$ cat src/rtl/tar_pkg.sv
// Shared types and constants of the target address recognizer.
// Assumes a standard 8-bit I2C address byte with the direction in bit 0.
package tar_pkg;
    localparam int TAG_W = 5;
    localparam logic [TAG_W-1:0] HDR_TAG = 5'b11110;

    typedef enum logic [1:0] {
        ST_IDLE  = 2'd0,   // no transfer in progress
        ST_FIRST = 2'd1,   // waiting for first byte after a start
        ST_LOW   = 2'd2,   // 10-bit header seen, waiting for low byte
        ST_DATA  = 2'd3    // address phase over, ignore bytes
    } tar_state_t;
endpackage

$ cat src/rtl/tar_regs.sv
// Configuration words of the recognizer.
// Holds the primary address with its mode bit and the extra 7-bit
// address with its enable. Reserved positions are not stored, so
// they read as zero. Assumes a single-cycle write strobe.
module tar_regs #(
    parameter int REG_W  = 16,
    parameter int ADDR_W = 10,
    parameter int BYTE_W = 8
) (
    input  logic              clk,
    input  logic              rst_n,
    input  logic              wr_en,
    input  logic              sel,
    input  logic [REG_W-1:0]  wdata,
    output logic [REG_W-1:0]  rdata,
    output logic              mode10,
    output logic [ADDR_W-1:0] own1,
    output logic [BYTE_W-2:0] own2,
    output logic              own2_en
);
    localparam int MODE_BIT = REG_W - 1;
    localparam int GAP1_W   = REG_W - 1 - ADDR_W;
    localparam int GAP2_W   = REG_W - BYTE_W;

    logic unused_bits;

    // Store the written fields; reserved bits are dropped.
    always_ff @(posedge clk) begin
        if (!rst_n) begin
            mode10  <= 1'b0;
            own1    <= '0;
            own2    <= '0;
            own2_en <= 1'b0;
        end else if (wr_en) begin
            if (!sel) begin
                mode10 <= wdata[MODE_BIT];
                own1   <= wdata[ADDR_W-1:0];
            end else begin
                own2    <= wdata[BYTE_W-1:1];
                own2_en <= wdata[0];
            end
        end
    end

    // Read-back mux with reserved positions tied to zero.
    always_comb begin
        if (!sel) begin
            rdata = {mode10, {GAP1_W{1'b0}}, own1};
        end else begin
            rdata = {{GAP2_W{1'b0}}, own2, own2_en};
        end
    end

    assign unused_bits = ^{wdata[REG_W-2:ADDR_W], wdata[REG_W-1:BYTE_W]};
endmodule

$ cat src/rtl/tar_cmp.sv
// Byte comparators of the recognizer (purely combinational).
// Produces the candidate hits for the current byte; the sequencer
// decides which one counts in its present state.
// Assumes ADDR_W - BYTE_W address bits travel in the 10-bit header.
module tar_cmp
    import tar_pkg::*;
#(
    parameter int ADDR_W = 10,
    parameter int BYTE_W = 8
) (
    input  logic [BYTE_W-1:0] byte_in,
    input  logic              mode10,
    input  logic [ADDR_W-1:0] own1,
    input  logic [BYTE_W-2:0] own2,
    input  logic              own2_en,
    output logic              hit_a7,
    output logic              hit_b7,
    output logic              hdr_ok,
    output logic              low_ok
);
    localparam int HI_W = ADDR_W - BYTE_W;

    // 7-bit compares ignore the direction bit and the upper address bits.
    always_comb begin
        hit_a7 = !mode10 && (byte_in[BYTE_W-1:1] == own1[BYTE_W-1:1]);
        hit_b7 = !mode10 && own2_en && (byte_in[BYTE_W-1:1] == own2);
    end

    // 10-bit header and low-byte compares, gated by the mode.
    always_comb begin
        hdr_ok = mode10
              && (byte_in[BYTE_W-1 -: TAG_W] == HDR_TAG)
              && (byte_in[HI_W:1] == own1[ADDR_W-1:BYTE_W]);
        low_ok = mode10 && (byte_in == own1[BYTE_W-1:0]);
    end
endmodule

$ cat src/rtl/tar_seq.sv
// Address-phase sequencer.
// Tracks where the bus is in the address phase, runs the 10-bit
// header sequence, remembers a completed 10-bit write for the
// repeated-start read, and registers the hit outputs.
// Assumes start, stop and byte strobes are single-cycle; a start
// in the same cycle as a byte wins and the byte is dropped.
module tar_seq
    import tar_pkg::*;
#(
    parameter int BYTE_W = 8
) (
    input  logic              clk,
    input  logic              rst_n,
    input  logic              bus_start,
    input  logic              bus_stop,
    input  logic              byte_vld,
    input  logic [BYTE_W-1:0] byte_in,
    input  logic              hit_a7,
    input  logic              hit_b7,
    input  logic              hdr_ok,
    input  logic              low_ok,
    output logic              hit_pulse,
    output logic              hit_sel,
    output logic              hit_dir
);
    tar_state_t st;
    logic       wr_done;   // a 10-bit write hit happened since the last stop
    logic       dir_bit;

    assign dir_bit = byte_in[0];

    // State, memory of the 10-bit write, and registered hit outputs.
    always_ff @(posedge clk) begin
        if (!rst_n) begin
            st        <= ST_IDLE;
            wr_done   <= 1'b0;
            hit_pulse <= 1'b0;
            hit_sel   <= 1'b0;
            hit_dir   <= 1'b0;
        end else begin
            hit_pulse <= 1'b0;
            if (bus_start || bus_stop) begin
                st <= bus_start ? ST_FIRST : ST_IDLE;
                if (bus_stop) begin
                    wr_done <= 1'b0;
                end
            end else if (byte_vld) begin
                case (st)
                    ST_FIRST: begin
                        st <= ST_DATA;
                        if (hit_a7 || hit_b7) begin
                            hit_pulse <= 1'b1;
                            hit_sel   <= !hit_a7;
                            hit_dir   <= dir_bit;
                            wr_done   <= 1'b0;
                        end else if (hdr_ok && !dir_bit) begin
                            st      <= ST_LOW;
                            wr_done <= 1'b0;
                        end else if (hdr_ok && wr_done) begin
                            hit_pulse <= 1'b1;
                            hit_sel   <= 1'b0;
                            hit_dir   <= 1'b1;
                        end else begin
                            wr_done <= 1'b0;
                        end
                    end
                    ST_LOW: begin
                        st <= ST_DATA;
                        if (low_ok) begin
                            hit_pulse <= 1'b1;
                            hit_sel   <= 1'b0;
                            hit_dir   <= 1'b0;
                            wr_done   <= 1'b1;
                        end
                    end
                    default: begin
                        st <= st;
                    end
                endcase
            end
        end
    end
endmodule

$ cat src/rtl/tgt_addr_recognizer.sv
// Top of the I2C target address recognizer.
// Connects configuration words, byte comparators and the sequencer.
// Assumes bus events and bytes come from an outside shift stage in
// the same clock domain.
module tgt_addr_recognizer #(
    parameter int REG_W  = 16,
    parameter int ADDR_W = 10,
    parameter int BYTE_W = 8
) (
    input  logic              clk,
    input  logic              rst_n,
    input  logic              cfg_wr,
    input  logic              cfg_sel,
    input  logic [REG_W-1:0]  cfg_wdata,
    output logic [REG_W-1:0]  cfg_rdata,
    input  logic              bus_start,
    input  logic              bus_stop,
    input  logic              byte_vld,
    input  logic [BYTE_W-1:0] byte_in,
    output logic              hit_pulse,
    output logic              hit_sel,
    output logic              hit_dir
);
    logic              mode10;
    logic [ADDR_W-1:0] own1;
    logic [BYTE_W-2:0] own2;
    logic              own2_en;
    logic              hit_a7, hit_b7, hdr_ok, low_ok;

    tar_regs #(.REG_W(REG_W), .ADDR_W(ADDR_W), .BYTE_W(BYTE_W)) u_regs (
        .clk     (clk),
        .rst_n   (rst_n),
        .wr_en   (cfg_wr),
        .sel     (cfg_sel),
        .wdata   (cfg_wdata),
        .rdata   (cfg_rdata),
        .mode10  (mode10),
        .own1    (own1),
        .own2    (own2),
        .own2_en (own2_en)
    );

    tar_cmp #(.ADDR_W(ADDR_W), .BYTE_W(BYTE_W)) u_cmp (
        .byte_in (byte_in),
        .mode10  (mode10),
        .own1    (own1),
        .own2    (own2),
        .own2_en (own2_en),
        .hit_a7  (hit_a7),
        .hit_b7  (hit_b7),
        .hdr_ok  (hdr_ok),
        .low_ok  (low_ok)
    );

    tar_seq #(.BYTE_W(BYTE_W)) u_seq (
        .clk       (clk),
        .rst_n     (rst_n),
        .bus_start (bus_start),
        .bus_stop  (bus_stop),
        .byte_vld  (byte_vld),
        .byte_in   (byte_in),
        .hit_a7    (hit_a7),
        .hit_b7    (hit_b7),
        .hdr_ok    (hdr_ok),
        .low_ok    (low_ok),
        .hit_pulse (hit_pulse),
        .hit_sel   (hit_sel),
        .hit_dir   (hit_dir)
    );
endmodule

$ cat config.mk
export PLATFORM = sky130hd
export DESIGN_NAME = tgt_addr_recognizer
export DESIGN_NICKNAME = d
export VERILOG_FILES = /design/src/rtl/tar_pkg.sv /design/src/rtl/tar_regs.sv /design/src/rtl/tar_cmp.sv /design/src/rtl/tar_seq.sv /design/src/rtl/tgt_addr_recognizer.sv
export SDC_FILE = /design/constraint.sdc
export NUM_CORES = 1
export LEC_CHECK = 0
export BUFFER_PORTS_ARGS = -buffer_cell sky130_fd_sc_hd__buf_2
export CELL_PAD_IN_SITES_DETAIL_PLACEMENT = 0
export CELL_PAD_IN_SITES_GLOBAL_PLACEMENT = 1
export CORE_UTILIZATION = 32
export CTS_CLUSTER_DIAMETER = 80
export DETAILED_ROUTE_END_ITERATION = 12
export PLACE_DENSITY_LB_ADDON = 0.2
export SLEW_MARGIN = 40
export SYNTH_ARGS = -nofsm -noshare
export SYNTH_HDL_FRONTEND = slang
export SYNTH_SLANG_ARGS = --single-unit
$ cat constraint.sdc
create_clock -name clk -period 1.6 [get_ports clk]
set_input_delay 0 -clock clk [delete_from_list [all_inputs] [get_ports clk]]
set_output_delay 0 -clock clk [all_outputs]
set_load 0.01 [all_outputs]
==> metrics.cfg <==
[sta]
setup-violations-final=0
rsz0062_at_grt=true
min_period_over_period_pct=95.38
finalMaxSlewViolations=0
tightestPinTransition_ns=0.5246
setup_ws_ns=0.07388
period_needed_ns=1.526
finClkSkew_ns=0.002764
hold_viol=0
fmax_mhz=655.3
slew_headroom_pct=65.03
hold_ws_ns=0.05233

[worst_setup_path]
crit_path_end_kind=register
required_ns=1.80
cp-start-kind=register
worstPathMaxFanout=2
worst-setup-path-type=register to register
worstPathArrival_ns=1.73
r2r_end=u_seq.hit_sel$_SDFFE_PN0P_
reg2reg_depth=8
r2r-start=u_seq.st[0]$_SDFFE_PN0P_
r2r_slack_ns=0.07

[final_layout]
utilization_pct=47.89
synthToLayoutAreaGrowth_pct=38.76
n_fill_cell=409
num_antenna_cells=0
final_nets=267
drive_gt1_share_pct=35.62

[logic_synthesis]
synth_top_area_cell=dfxtp_1
synth_ff_type=dfxtp_1
synth_most_common_cell=nand2_1
synth_area_sq_um=1430
avgSynthCellArea_sq_um=8.315
ys_seq_area_share_pct=35.00
synthArstFlopShare_pct=0
synth_commonest_cells=nand2_1, dfxtp_1, a21boi_0, xnor2_1, nand3_1
synthCells=172
synth_edf_count=0
synth.area.top_cells=dfxtp_1, nand2_1, xnor2_1, a21boi_0, mux2_2
synth_cell_type_count=35
ys_warn_count=0
synth_top_cell_area_share_pct=35.00
synth_seq_cells=25

[grt]
grt_max_degree=25
grt.busiest_layer=met2
grt_pass1_wl_microns=5637
grt.total_usage_pct=16.51
use_met1_pct=19.82
antenna_found_initial=0
grt_overflow_total=0
grt_pass1_vias=1262
met2_usage_pct=29.37
grtUsageMet3_pct=2.467

[die]
die_area_sq_um=4740
start_util_pct=34.51
core_sq_um=4144
die_w_microns=68.85
die_y_microns=68.85
io_pins=50
rows=23

[clock_network]
htree_levels=1
cts_tree=yes
cts.sinks=25
cts_buffers=3
clk_latency_ns=0.27
clk_path_buf_depth=2
cts.clk_slew.worst_paths_ns=0.09
cts_root_buf=clkbuf_8

[drt]
drt-total-wl_microns=3747
drt_iter0_drc=26
firstDrtPassIters=4
drc=0
viasPerCell=4.813
wl_per_cell_microns=13.24
vias=1362
antenna_left=0

[worst_hold_path]
hold_depth=3
worstHoldEndpoint=u_seq.st[0]$_SDFFE_PN0P_
holdCritStartpoint=bus_stop
holdCritPathClass=input pin to register

[placement]
io_buffers=39
dp_hpwl_microns=2762
gp_congestion=0.7167
post-place-ws_ns=-0.01330

[pwr]
power_density_nw_per_um2=674.1
p_total_mw=1.338
ir_worst_vdd_mv=0.3099
p_leak_nw=0.8306

[flow_run]
drv_cap=0

[status]
outcome=finished clean

[routing by layer]
| layer | vias up | routed length, microns |
|---|---|---|
| met4 | 0 | 55 |
| met3 | 7 | 118 |
| met5 | - | 0 |
| met1 | 636 | 1698 |
| met2 | 31 | 1874 |
| li1 | 688 | - |
[worst max-delay path, cell delays in order, from the launching register on]
cell      delay [ns]
dfxtp_2         0.34
inv_1           0.04
ha_1            0.27
nor2b_2         0.13
nand2b_1        0.08
nor2_1          0.14
o21ai_2         0.08
a31oi_4         0.17
mux2i_1         0.20
[worst max path at each step]
stage / from / end / slack (ns) / depth (start not counted)
after global routing: u_seq.st[0]$_SDFFE_PN0P_ / u_seq.hit_dir$_SDFFE_PN0P_ / -0.009 / 8
after detailed placement: u_regs.own1[2]$_SDFFE_PN0P_ / u_seq.hit_sel$_SDFFE_PN0P_ / -0.01 / 6
after floorplan: u_seq.st[0]$_SDFFE_PN0P_ / u_seq.hit_dir$_SDFFE_PN0P_ / 0.01 / 8
after CTS: u_regs.own2[1]$_SDFFE_PN0P_ / u_seq.hit_sel$_SDFFE_PN0P_ / 0.002 / 7
final: u_seq.st[0]$_SDFFE_PN0P_ / u_seq.hit_sel$_SDFFE_PN0P_ / 0.07 / 8
after global placement: u_regs.own2[1]$_SDFFE_PN0P_ / u_seq.hit_sel$_SDFFE_PN0P_ / 0.03 / 7
[placed cells by master (no fill, tap or decap), types with 2 or more instances in the layout]
master	instances
dfxtp_2	5
dfxtp_1	20
nand3_2	2
xor2_1	4
buf_4	14
xnor2_2	3
nand2b_1	3
nand3_1	8
nor3_1	3
nor2b_2	2
buf_2	39
clkbuf_8	3
nand2_1	36
a21boi_1	6
a21boi_0	13
mux2i_1	2
mux2_2	8
xnor2_1	10
ha_1	2
nor2_1	5
nor2b_1	4
nand3b_1	2
inv_1	5
conb_1	5
nand4_1	2
dlygate4sd3_1	12
[state kept, by name (all words and copies together) (netlist names)]
register / count
u_regs.mode10: 1
u_regs.own1: 10
u_regs.own2: 7
u_regs.own2_en: 1
u_seq.hit_dir: 1
u_seq.hit_pulse: 1
u_seq.hit_sel: 1
u_seq.st: 2
u_seq.wr_done: 1
[final cells by class]
class	instances	area, sq um	area share [%]
clock buffers	4	45.04	2.270
multi-input cells	134	930.9	46.91
inverters	5	18.77	0.9458
repair buffers	65	420.4	21.19
well taps	50	62.56	3.153
flip-flops and latches	25	506.7	25.54
[where the power goes]
part           switching [mW]  internal [mW]  leakage (nW)
combinational           0.140          0.143         0.602
sequential             0.0216          0.648         0.206
clock                   0.207          0.178        0.0228
total                   0.368          0.969         0.831
[cell families after synthesis]
| kind of cell | share of synthesized area [%] |
|---|---|
| other | 0.2622 |
| AOI/OAI and AO/OA | 14.43 |
| muxes | 7.699 |
| xor gates and xnor gates | 10.41 |
| buffers and inverters | 5.862 |
| and+or+nand+nor | 24.58 |
| adders and majority gates | 1.750 |
| DFF | 35.00 |
[timing repair]
| item | CTS | global route |
|---|---|---|
| setup endpoints to repair | 2 | 2 |
| pin swaps | 2 | 13 |
| buffers inserted | 0 | 2 |
| endpoints found under the hold margin | 18 | 0 |
| resized for setup | 4 | 13 |
| hold buffers | 12 | 0 |
[per-stage QoR]
| stage | std cells | setup TNS (ns) | cell area, sq um |
|---|---|---|---|
| finish | 283 | 0 | 1984 |
| global route | 283 | -0.009119 | 1984 |
| CTS | 281 | 0 | 1914 |
| detailed placement | 265 | -0.01330 | 1728 |
| global placement | 265 | 0 | 1728 |
| floorplan | 176 | 0 | 1445 |
(Power assumes the default switching activity.)
